[src/rtl/trap_pkg.sv]
package trap_pkg;
  localparam int NREQ = 6;

  typedef enum logic [1:0] {
    ORG_PLAIN  = 2'd0,
    ORG_BRANCH = 2'd1,
    ORG_JUMP   = 2'd2,
    ORG_SPARE  = 2'd3
  } origin_e;

  typedef struct packed {
    logic       take;
    logic       is_irq;
    logic [3:0] code;
  } verdict_t;

  localparam logic [3:0] CODE_EXT_IRQ = 4'd11;

  // request bit index -> cause code; index order is also priority order
  function automatic logic [3:0] code_of(input int idx);
    case (idx)
      0:       code_of = 4'd0;
      1:       code_of = 4'd2;
      2:       code_of = 4'd3;
      3:       code_of = 4'd11;
      4:       code_of = 4'd4;
      default: code_of = 4'd6;
    endcase
  endfunction
endpackage

[src/rtl/trap_prio.sv]
module trap_prio
  import trap_pkg::*;
#(
  parameter int N = NREQ
) (
  input  logic [N-1:0] req,
  input  logic         irq,
  input  logic         irq_en,
  input  logic         glb_en,
  output verdict_t     verdict
);
  always_comb begin
    verdict = '0;
    if (|req) begin
      verdict.take = 1'b1;
      for (int i = N - 1; i >= 0; i--) begin
        if (req[i]) verdict.code = code_of(i);
      end
    end else if (irq && irq_en && glb_en) begin
      verdict.take   = 1'b1;
      verdict.is_irq = 1'b1;
      verdict.code   = CODE_EXT_IRQ;
    end
  end
endmodule

[src/rtl/trap_lat.sv]
module trap_lat
  import trap_pkg::*;
#(
  parameter int CW         = 4,
  parameter int LAT_PLAIN  = 5,
  parameter int LAT_BRANCH = 6,
  parameter int LAT_JUMP   = 7,
  parameter int LAT_RET    = 8
) (
  input  logic          is_ret,
  input  logic          is_irq,
  input  origin_e       origin,
  output logic [CW-1:0] lat
);
  always_comb begin
    if (is_ret)      lat = CW'(LAT_RET);
    else if (is_irq) lat = CW'(LAT_PLAIN);
    else begin
      case (origin)
        ORG_BRANCH: lat = CW'(LAT_BRANCH);
        ORG_JUMP:   lat = CW'(LAT_JUMP);
        default:    lat = CW'(LAT_PLAIN);
      endcase
    end
  end
endmodule

[src/rtl/trap_seq.sv]
module trap_seq #(
  parameter int CW = 4
) (
  input  logic          clk,
  input  logic          rst_n,
  input  logic          start,
  input  logic [CW-1:0] lat,
  output logic          busy,
  output logic          fire,
  output logic          first
);
  logic [CW-1:0] cnt_q;

  always_ff @(posedge clk) begin
    if (!rst_n) begin
      cnt_q <= '0;
      first <= 1'b0;
    end else begin
      first <= start && (cnt_q == '0);
      if (start && cnt_q == '0) cnt_q <= lat;
      else if (cnt_q != '0)     cnt_q <= cnt_q - 1'b1;
    end
  end

  assign busy = (cnt_q != '0);
  assign fire = (cnt_q == CW'(1));

  AST_FIRE_SINGLE: assert property (@(posedge clk) disable iff (!rst_n)
    fire |=> !fire);
  AST_FIRE_THEN_IDLE: assert property (@(posedge clk) disable iff (!rst_n)
    fire && !start |=> !busy);
endmodule

[src/rtl/trap_ctrl.sv]
module trap_ctrl
  import trap_pkg::*;
#(
  parameter int XLEN       = 32,
  parameter int LAT_PLAIN  = 5,
  parameter int LAT_BRANCH = 6,
  parameter int LAT_JUMP   = 7,
  parameter int LAT_RET    = 8
) (
  input  logic            clk,
  input  logic            rst_n,
  input  logic            chk_en,
  input  logic [5:0]      exc_req,
  input  logic [1:0]      exc_origin,
  input  logic            irq,
  input  logic            meie,
  input  logic            st_mie,
  input  logic            st_mpie,
  input  logic [XLEN-1:0] cur_pc,
  input  logic [XLEN-1:0] mtvec_base,
  input  logic [XLEN-1:0] mepc_cur,
  input  logic            mret_req,
  output logic            busy,
  output logic            mepc_we,
  output logic [XLEN-1:0] mepc_wdata,
  output logic            mcause_we,
  output logic [XLEN-1:0] mcause_wdata,
  output logic            mstatus_we,
  output logic            mstatus_mie,
  output logic            mstatus_mpie,
  output logic [1:0]      mstatus_mpp,
  output logic            redirect_valid,
  output logic [XLEN-1:0] redirect_pc
);
  localparam int LAT_A   = (LAT_PLAIN > LAT_BRANCH) ? LAT_PLAIN : LAT_BRANCH;
  localparam int LAT_B   = (LAT_JUMP > LAT_RET) ? LAT_JUMP : LAT_RET;
  localparam int LAT_MAX = (LAT_A > LAT_B) ? LAT_A : LAT_B;
  localparam int CW      = $clog2(LAT_MAX + 1);
  localparam logic [XLEN-1:0] BASE_MASK = ~XLEN'(3);

  verdict_t        verdict;
  logic            go_entry, go_ret, start, fire, first;
  logic [CW-1:0]   lat;
  logic            ret_q, irq_q, mie_q, mpie_q;
  logic [3:0]      code_q;
  logic [XLEN-1:0] pc_q, target_q;

  trap_prio #(.N(NREQ)) u_prio (
    .req    (exc_req),
    .irq    (irq),
    .irq_en (meie),
    .glb_en (st_mie),
    .verdict(verdict)
  );

  assign go_entry = chk_en && !busy && verdict.take;
  assign go_ret   = mret_req && !busy && !go_entry;
  assign start    = go_entry || go_ret;

  trap_lat #(
    .CW(CW), .LAT_PLAIN(LAT_PLAIN), .LAT_BRANCH(LAT_BRANCH),
    .LAT_JUMP(LAT_JUMP), .LAT_RET(LAT_RET)
  ) u_lat (
    .is_ret(go_ret),
    .is_irq(verdict.is_irq),
    .origin(origin_e'(exc_origin)),
    .lat   (lat)
  );

  trap_seq #(.CW(CW)) u_seq (
    .clk  (clk),
    .rst_n(rst_n),
    .start(start),
    .lat  (lat),
    .busy (busy),
    .fire (fire),
    .first(first)
  );

  // snapshot of everything the sequence will emit
  always_ff @(posedge clk) begin
    if (!rst_n) begin
      ret_q    <= 1'b0;
      irq_q    <= 1'b0;
      mie_q    <= 1'b0;
      mpie_q   <= 1'b0;
      code_q   <= '0;
      pc_q     <= '0;
      target_q <= '0;
    end else if (start) begin
      ret_q    <= go_ret;
      irq_q    <= verdict.is_irq && go_entry;
      mie_q    <= st_mie;
      mpie_q   <= st_mpie;
      code_q   <= verdict.code;
      pc_q     <= cur_pc;
      target_q <= go_ret ? mepc_cur : (mtvec_base & BASE_MASK);
    end
  end

  assign mepc_we        = first && !ret_q;
  assign mcause_we      = first && !ret_q;
  assign mstatus_we     = first;
  assign mepc_wdata     = pc_q;
  assign mcause_wdata   = {irq_q, {(XLEN-5){1'b0}}, code_q};
  assign mstatus_mie    = ret_q ? mpie_q : 1'b0;
  assign mstatus_mpie   = ret_q ? 1'b1 : mie_q;
  assign mstatus_mpp    = 2'b11;
  assign redirect_valid = fire;
  assign redirect_pc    = target_q;

  AST_IRQ_GATED: assert property (@(posedge clk) disable iff (!rst_n)
    mcause_we && mcause_wdata[XLEN-1] |-> $past(meie && st_mie && exc_req == '0));
  AST_ENTRY_STATUS: assert property (@(posedge clk) disable iff (!rst_n)
    mepc_we |-> mstatus_we && !mstatus_mie && mstatus_mpp == 2'b11);
  AST_BASE_ALIGNED: assert property (@(posedge clk) disable iff (!rst_n)
    redirect_valid && !ret_q |-> redirect_pc[1:0] == 2'b00);
  AST_BUSY_IGNORES: assert property (@(posedge clk) disable iff (!rst_n)
    busy |=> !mstatus_we);
  AST_ONE_WRITE: assert property (@(posedge clk) disable iff (!rst_n)
    mstatus_we |=> !mstatus_we);
endmodule

[config.mk]
export PLATFORM = sky130hd
export DESIGN_NAME = trap_ctrl
export DESIGN_NICKNAME = d
export VERILOG_FILES = /design/src/rtl/trap_pkg.sv /design/src/rtl/trap_prio.sv /design/src/rtl/trap_lat.sv /design/src/rtl/trap_seq.sv /design/src/rtl/trap_ctrl.sv
export SDC_FILE = /design/constraint.sdc
export NUM_CORES = 1
export LEC_CHECK = 0
export BUFFER_PORTS_ARGS = -buffer_cell sky130_fd_sc_hd__buf_2
export CORE_MARGIN = 2
export CORE_UTILIZATION = 44
export CTS_BUF_LIST = sky130_fd_sc_hd__clkbuf_16
export DETAILED_ROUTE_END_ITERATION = 8
export MAX_ROUTING_LAYER = met4
export PLACE_DENSITY = 0.81
export SLEW_MARGIN = 20
export SYNTH_ARGS = -nofsm -noshare
export SYNTH_HDL_FRONTEND = slang
export SYNTH_SLANG_ARGS = --single-unit
[constraint.sdc]
create_clock -name clk -period 2.1 [get_ports clk]
set_input_delay 0.21 -clock clk [delete_from_list [all_inputs] [get_ports clk]]
set_output_delay 0.21 -clock clk [all_outputs]
set_load 0.02 [all_outputs]
# After elaboration in Yosys (flattened, before gate mapping)
# Cells that the tools add are included.
dict set report classes {
  add_sub_neg 1
  mul 0
  div 0
  order_cmp 0
  n_eq_ne 3
  n_shift 0
  n_mux 18
  bitwise_logic 0
  reduce_logical 17
}
# cell count
set ops {}
lappend ops {{two-way mux 4 bit} 9}
lappend ops {{two-way mux 32 bit} 1}
lappend ops {{logical AND 1 bit} 9}
lappend ops {{two-way mux 3 bit} 2}
lappend ops {{two-way mux 6 bit} 1}
lappend ops {{OR reduction 6 bit} 1}
lappend ops {{== test 4 x 1 -> 1 bit, second input constant} 1}
lappend ops {{zero test 4 bit} 1}
lappend ops {{two-way mux 1 bit} 4}
lappend ops {{one-hot mux 2 bit (2 select lines)} 1}
lappend ops {{nonzero test 4 bit} 1}
lappend ops {{subtractor 4 x 1 -> 4 bit, second input constant} 1}
lappend ops {{zero test 1 bit} 3}
lappend ops {{== test 2 x 1 -> 1 bit, second input constant} 1}
lappend ops {{== test 2 bit, second input constant} 1}
lappend ops {{nonzero test 2 bit} 1}
lappend ops {{logical OR 1 bit} 1}
dict set report word_totals {
  regBits 77
  latchBits 0
  ramBits 0
  rom_bits 0
  input_bits 112
  elab_cells 48
  mem_count 0
}

# Logic depth before layout (Yosys ltp)
# Gate-level depths: netlist of run 1.
dict set report depth {
  word_depth 10
  ltp_mapped 9
}

# Modules after synthesis
# A second synthesis of run 1 with hierarchy kept.
dict set report hier_totals {
  hier_cells 410
  hier_area_um2 4053.9
}
# mod instances cells_per_inst area_per_inst_um2 seq_area_each_um2
set modules_own_cells {}
lappend modules_own_cells {trap_ctrl 1 359 3641.0 1441.4}
lappend modules_own_cells {trap_seq 1 30 276.5 100.1}
lappend modules_own_cells {trap_prio 1 14 86.3 0.0}
lappend modules_own_cells {trap_lat 1 7 50.0 0.0}

# Least setup slack after synthesis of run 1
# Ideal clock, no wire load.
dict set report synth_timing {
  kind {register to register}
  startpoint {register u_seq.cnt_q[0]}
  endpoint {register target_q[10] (netlist: redirect_pc[10])}
  setup_time_ps 88
  arrival_time_ps 1688
  setup_slack_ps 323
  path_stages_with_launch 10
  path_cell_list {dfxtp_1 -> inv_1 -> ha_1 -> nor3b_4 -> and2_1 -> buf_2 -> buf_6 -> buf_4 -> nand2_1 -> a311oi_2}
}
dict set report synth_via {
  elab_chain_len 7
}
# item line_no
set synth_rtl {}
lappend synth_rtl {{from (decl)} trap_seq.sv:12} ;# logic [CW-1:0] cnt_q;
lappend synth_rtl {{from (signal assigned)} trap_seq.sv:20} ;# if (start && cnt_q == '0) cnt_q <= lat;
lappend synth_rtl {{from (signal assigned)} trap_seq.sv:21} ;# else if (cnt_q != '0) cnt_q <= cnt_q - 1'b1;
lappend synth_rtl {{nonzero test 4 bit *} trap_seq.sv:25} ;# assign busy = (cnt_q != '0);
lappend synth_rtl {{zero test 1 bit *} {trap_ctrl.sv:56, trap_ctrl.sv:57}}
lappend synth_rtl {{logical AND 1 bit (2 in series)} trap_ctrl.sv:56} ;# assign go_entry = chk_en && !busy && verdict.take;
lappend synth_rtl {{zero test 1 bit} trap_ctrl.sv:57} ;# assign go_ret = mret_req && !busy && !go_entry;
lappend synth_rtl {{logical AND 1 bit} trap_ctrl.sv:57}
lappend synth_rtl {{two-way mux 32 bit or logical OR 1 bit (tied branches)} {trap_ctrl.sv:97, trap_ctrl.sv:58}}
lappend synth_rtl {{to (signal assigned)} trap_ctrl.sv:97} ;# target_q <= go_ret ? mepc_cur : (mtvec_base & BASE_MASK);
lappend synth_rtl {{to (decl)} trap_ctrl.sv:46} ;# logic [XLEN-1:0] pc_q, target_q;
# Every way passes the cells marked *; elsewhere a longest branch is shown, timed or not.
# A chain may end at the register's enable or synchronous reset.

# Worst setup path after layout of run 1
dict set report layout_timing {
  startpoint {register u_seq.cnt_q[0]}
  endpoint {register target_q[30] (netlist: redirect_pc[30])}
}
# The elaborated chain is that of the path after synthesis.

==> flow_summary.json, run 1 <==
{
  "run_status": "finished clean",
  "path_clk_slew_ps": 50,
  "routedWlPerCell_microns": 14.8,
  "drc": 0,
  "wl_met1_microns": 4350,
  "worstPathMaxFanout": 25,
  "place.detailed.instances": 706,
  "syn_inst": 445,
  "cp_num_buf_inv": 2,
  "ys_warn_count": 0,
  "clkLatencyLatePin_ps": 320,
  "synth_flop_cell": "dfxtp_1",
  "globalplace.congestion": 0.877,
  "io_buffers": 185,
  "grt_pass1_vias": 3446,
  "met2_length_microns": 5310,
  "ant_nets": 0,
  "synth_area_leaders": "dfxtp_1 42%, buf_4 7.1%, nand2_1 7.0%, a21oi_1 5.4%, nand3_1 4.9%",
  "async_flop_share": 0,
  "clockBufferDepth": 2,
  "max-vdd-ir-drop_uv": 644,
  "die_w_microns": 95.5,
  "synth_edf_count": 0,
  "cp.arrival_ps": 2140,
  "drive_gt1_frac": 0.380,
  "path_cells": "inv_1, ha_2, nor3b_4, and2_4, buf_12, nand2_1, a311oi_1",
  "p_total_mw": 6.52,
  "synth-seq-area-share": 0.418,
  "max_stage_delay_ps": 330,
  "finalSetupViolations": 0,
  "cts.root.buffer_cell": "clkbuf_16",
  "cts_sinks": 77,
  "rr_startpoint": "u_seq.cnt_q[0]",
  "drt_iter0_markers": 168,
  "dr.pass1.iters": 4,
  "die_h_microns": 95.5,
  "initial_core_util": 0.451,
  "slew_viol_final": 0,
  "syn_area_sq_um": 3680,
  "fin_setup_tns_ps": 0,
  "slowest_stage": "dfxtp_1",
  "area_delta_synth_final_pct": 31.4,
  "synth_top_area_frac": 0.418,
  "synthSimpleGateAreaFrac": 0.206,
  "max-cap-violations": 0,
  "hold_violations": 0,
  "grtUsageTotal": 0.228,
  "wl_met3_microns": 845,
  "cp-end-kind": "flop",
  "avgSynthCellArea_sq_um": 8.28,
  "cp.required_ps": 2320,
  "antenna_found_initial": 0,
  "power_density_nw_per_um2": 1350,
  "coreArea_sq_um": 8180,
  "yosysUniqueCellTypes": 46,
  "hold_class": "input port to flop",
  "p_leak_nw": 2.24,
  "synth_compound_area_frac": 0.235,
  "fin_nets": 729,
  "grt_pass1_wl_microns": 15800,
  "diodes": 0,
  "vias_per_cell": 5.19,
  "path_delay_family": "simple AND/OR/NAND/NOR gates",
  "grt.overflow.total": 0,
  "row_count": 33,
  "final.min_clock_period_ps": 1920,
  "cts-buffers-inserted": 9,
  "muxShareOfSynthArea": 0,
  "vias": 3740,
  "detailed_place_hpwl_microns": 7390,
  "htreeDepth": 3,
  "synth_area_leader_cell": "dfxtp_1",
  "fin_cells": 721,
  "die_area_sq_um": 9120,
  "max_freq_ghz": 0.521,
  "io_pins": 217,
  "finalClockSkew_ps": 3.51,
  "period_share": 0.914,
  "cts_tree": "yes",
  "synthXorXnorAreaFrac": 0.00476,
  "grt_max_degree": 59,
  "crit_start": "u_seq.cnt_q[0]",
  "start_kind": "flop",
  "totalWireLength_microns": 10700,
  "crit_type": "flop to flop",
  "synthAdderAreaFrac": 0.0136,
  "ys_ff_latch": 77,
  "highest_layer": "met4",
  "rsz0062_at_grt": "no",
  "cts_hold_buf": 0,
  "hp-start": "mepc_cur[0]",
  "synth_top_family_by_area": "compound AO/OA/AOI/OAI gates"
}
-- cell usage after synthesis, drive strengths merged, types with 2 or more instances --
| master | instances |
|---|---|
| a211oi | 2 |
| a21oi | 40 |
| a311oi | 30 |
| a31oi | 2 |
| and2 | 3 |
| buf | 48 |
| clkbuf | 19 |
| conb | 2 |
| dfxtp | 77 |
| ha | 4 |
| inv | 6 |
| nand2 | 69 |
| nand3 | 36 |
| nand4 | 2 |
| nor2 | 39 |
| nor3 | 3 |
| o21ai | 39 |
| o31ai | 2 |
| or2 | 2 |
| or4 | 2 |
-- cell usage in the layout, fill, tap and decap left out, drive strengths merged, types with 2 or more instances in the layout --
| master | instances |
|---|---|
| clkinv | 3 |
| clkbuf | 10 |
| or2 | 2 |
| and2 | 3 |
| or4 | 2 |
| a31oi | 2 |
| a211oi | 2 |
| nand2 | 69 |
| nand3 | 36 |
| inv | 9 |
| nor2 | 39 |
| nand4 | 2 |
| o21ai | 39 |
| o31ai | 2 |
| conb | 29 |
| ha | 4 |
| a21oi | 40 |
| dfxtp | 77 |
| buf | 196 |
| nor3 | 3 |
| a311oi | 30 |
-- cell families after synthesis --
kind of cell               count (synthesis)
AOI/OAI and AO/OA                        123
xor gates and xnor gates                   2
adders and majority gates                  4
buffers and inverters                     74
DFF                                       77
other                                      2
and+or+nand+nor                          163
-- through the flow --
stage	utilization	area [sq um]	hold WS (ps)	setup WS [ps]
floorplan	-	3780	339	323
global placement	0.558	4560	440	240
detailed placement	0.558	4560	450	133
CTS	0.588	4810	124	120
global route	0.592	4840	137	13.3
finish	0.592	4840	131	180
-- final cells by class --
type                       instances  area, sq um
inverter                           7         26.3
multi-input combinational        321         1820
timing repair buffer             197         1070
clock inverter                     5         22.5
tap                              105          131
clock buffer                       9          225
sequential                        77         1540
fill                             765         3330
-- path summary, 6_finish.rpt --
path / end / slack, ps / cells after the start
setup / recovery: redirect_pc[30] / 180 / 7
hold / removal: redirect_pc[0] / 130 / 3
setup reg to reg: redirect_pc[30] / 180 / 7
hold reg to reg: redirect_pc[0] / 450 / 2
-- metal layers --
| metal | up-vias | global-route usage |
|---|---|---|
| met3 | 11 | 0.0632 |
| met4 | 0 | 0.0881 |
| met5 | - | - |
| met2 | 152 | 0.387 |
| met1 | 1737 | 0.254 |
| li1 | 1840 | - |
-- registers in the layout (all words and copies together), names as in the netlist --
register	count
mie_q	1
mpie_q	1
u_seq.first	1
irq_q	1
code_q	4
u_seq.cnt_q	4
ret_q	1
redirect_pc	32
mepc_wdata	32
-- tightest hold or removal path: stages --
cell and delay, ps:
buf_2 100, nand2_1 50, a21oi_1 50
-- power breakdown --
part / switching (mW) / internal, mW
combinational: 1.93 / 1.10
clock: 0.534 / 0.770
sequential: 0.255 / 1.94
total: 2.72 / 3.81
-- what timing repair did --
| item | 4_1_cts | 5_1_grt |
|---|---|---|
| endpoints found under the setup margin | 0 | 12 |
| resized for setup | 0 | 3 |
| setup buffers | 0 | 0 |
Power figures use the tool's default switching activity.
==> inputs of run 2 (changes only) <==
CORE_UTILIZATION = 47   (was 44)
PLACE_DENSITY = 0.85   (was 0.81)
clock period = 2.3 ns   (was 2.1 ns; I/O delays follow)
==> run 2 against run 1 <==
Critical path depth did not move. Worst setup slack better by 66 ps. Non-clock buffer count is 2 higher. Flip-flop and latch count did not move. Sequential share of layout area is 0.12 points higher. Via count rose by 1.6%. Critical path type unchanged. Largest power group unchanged. Highest routed layer unchanged.
==> flow_summary.json, run 2 (same netlist as run 1, synthesis figures left out) <==
{
  "slew_viol_final": 0,
  "final_cell_mix": "185 x buf_2, 77 x dfxtp_1, 68 x nand2_1, 40 x a21oi_1, 39 x nor2_1",
  "finalSetupViolations": 0,
  "power_density_nw_per_um2": 1230,
  "start_kind": "flop",
  "area_delta_synth_final_pct": 30.9,
  "grtUsageTotal": 0.236,
  "max_freq_ghz": 0.487,
  "cts_tree": "yes",
  "htreeDepth": 3,
  "grt_max_degree": 45,
  "io_pins": 217,
  "io_buffers": 185,
  "drive_gt1_frac": 0.383,
  "ant_nets": 0,
  "antenna_found_initial": 0,
  "vias": 3799,
  "rsz0062_at_grt": "no",
  "post-cts-setup-buffer-count": 0,
  "cp-end-kind": "flop",
  "routedWlPerCell_microns": 14.3,
  "cts.root.buffer_cell": "clkbuf_16",
  "die_area_sq_um": 8560,
  "die_w_microns": 92.5,
  "drc": 0,
  "die_h_microns": 92.5,
  "final_common_cell": "buf_2",
  "vias_per_cell": 5.28,
  "initial_core_util": 0.482,
  "row_count": 32,
  "clockBufferDepth": 2,
  "worst_pin_slew_ps": 658,
  "grt.overflow.total": 0,
  "finalClockSkew_ps": 5.92,
  "fill_cells": 695,
  "dr.pass1.iters": 4,
  "cts-buffers-inserted": 9,
  "path_clk_slew_ps": 60,
  "hold_violations": 0,
  "cts_hold_buf": 0,
  "totalWireLength_microns": 10300,
  "fin_setup_tns_ps": 0,
  "clkLatencyLatePin_ps": 320,
  "p_leak_nw": 2.23,
  "holdWs_ps": 159,
  "relSlewSlack": 0.560,
  "fin_cells": 720,
  "drt_iter0_markers": 134,
  "coreArea_sq_um": 7650,
  "cp.arrival_ps": 2280,
  "period_share": 0.893,
  "crit_type": "flop to flop",
  "final.min_clock_period_ps": 2050,
  "cts_sinks": 77,
  "worstPathMaxFanout": 32,
  "detailed_place_hpwl_microns": 7500,
  "grt_pass1_wl_microns": 15800,
  "max-cap-violations": 0,
  "diodes": 0,
  "cp.required_ps": 2520,
  "max-vdd-ir-drop_uv": 586,
  "run_status": "finished clean",
  "hold_class": "input port to flop",
  "grt_pass1_vias": 3440,
  "globalplace.congestion": 0.928,
  "cts.repair.resized": 0,
  "fin_nets": 731,
  "place.detailed.instances": 706
}
## run 2: cell type report
| type | count | area, sq um | share of cell area |
|---|---|---|---|
| multi-input cells | 321 | 1820 | 0.376 |
| flip-flops and latches | 77 | 1540 | 0.320 |
| repair buffers | 199 | 1060 | 0.219 |
| clock buffers | 9 | 225 | 0.0467 |
| well taps | 102 | 128 | 0.0265 |
| clock inverters | 5 | 30.0 | 0.00623 |
| inverters | 7 | 26.3 | 0.00545 |
## run 2: final timing paths
check / from / endpoint / slack, ps / cells past startpoint
max: u_seq.cnt_q[0] / redirect_pc[30] / 250 / 7
min: mepc_cur[1] / redirect_pc[1] / 160 / 3
max reg2reg: u_seq.cnt_q[0] / redirect_pc[30] / 250 / 7
min reg2reg: code_q[0] / code_q[0] / 460 / 2
## run 2: per-layer routing
layer / vias up / track usage / routed length [microns]
li1: 1843 / - / -
met1: 1753 / 0.277 / 4230
met2: 178 / 0.398 / 5090
met3: 25 / 0.0448 / 719
met4: 0 / 0.0958 / 251
met5: - / - / 0
## run 2: report_power, final
group          switching [mW]  internal (mW)
clock                   0.514          0.711
combinational            1.73          0.964
sequential              0.238           1.77
## run 2: worst max-delay path, stage by stage, from the launching register on
cell      delay [ps]
dfxtp_1          330
inv_1            120
ha_1             230
nor3b_4          340
and2_2           230
buf_4            320
nand2_1          100
a311oi_1         290
## run 2: metrics by stage
step                      instance area [sq um]  power [mW]  setup WS [ps]  utilization
after CTS                                  4820        5.98            202        0.631
after detailed placement                   4570        4.74            229        0.597
after global routing                       4820        6.31           74.1        0.631
final                                      4820        5.93            246        0.631
after floorplan                            3780        3.92            523            -
after global placement                     4570        4.65            363        0.597
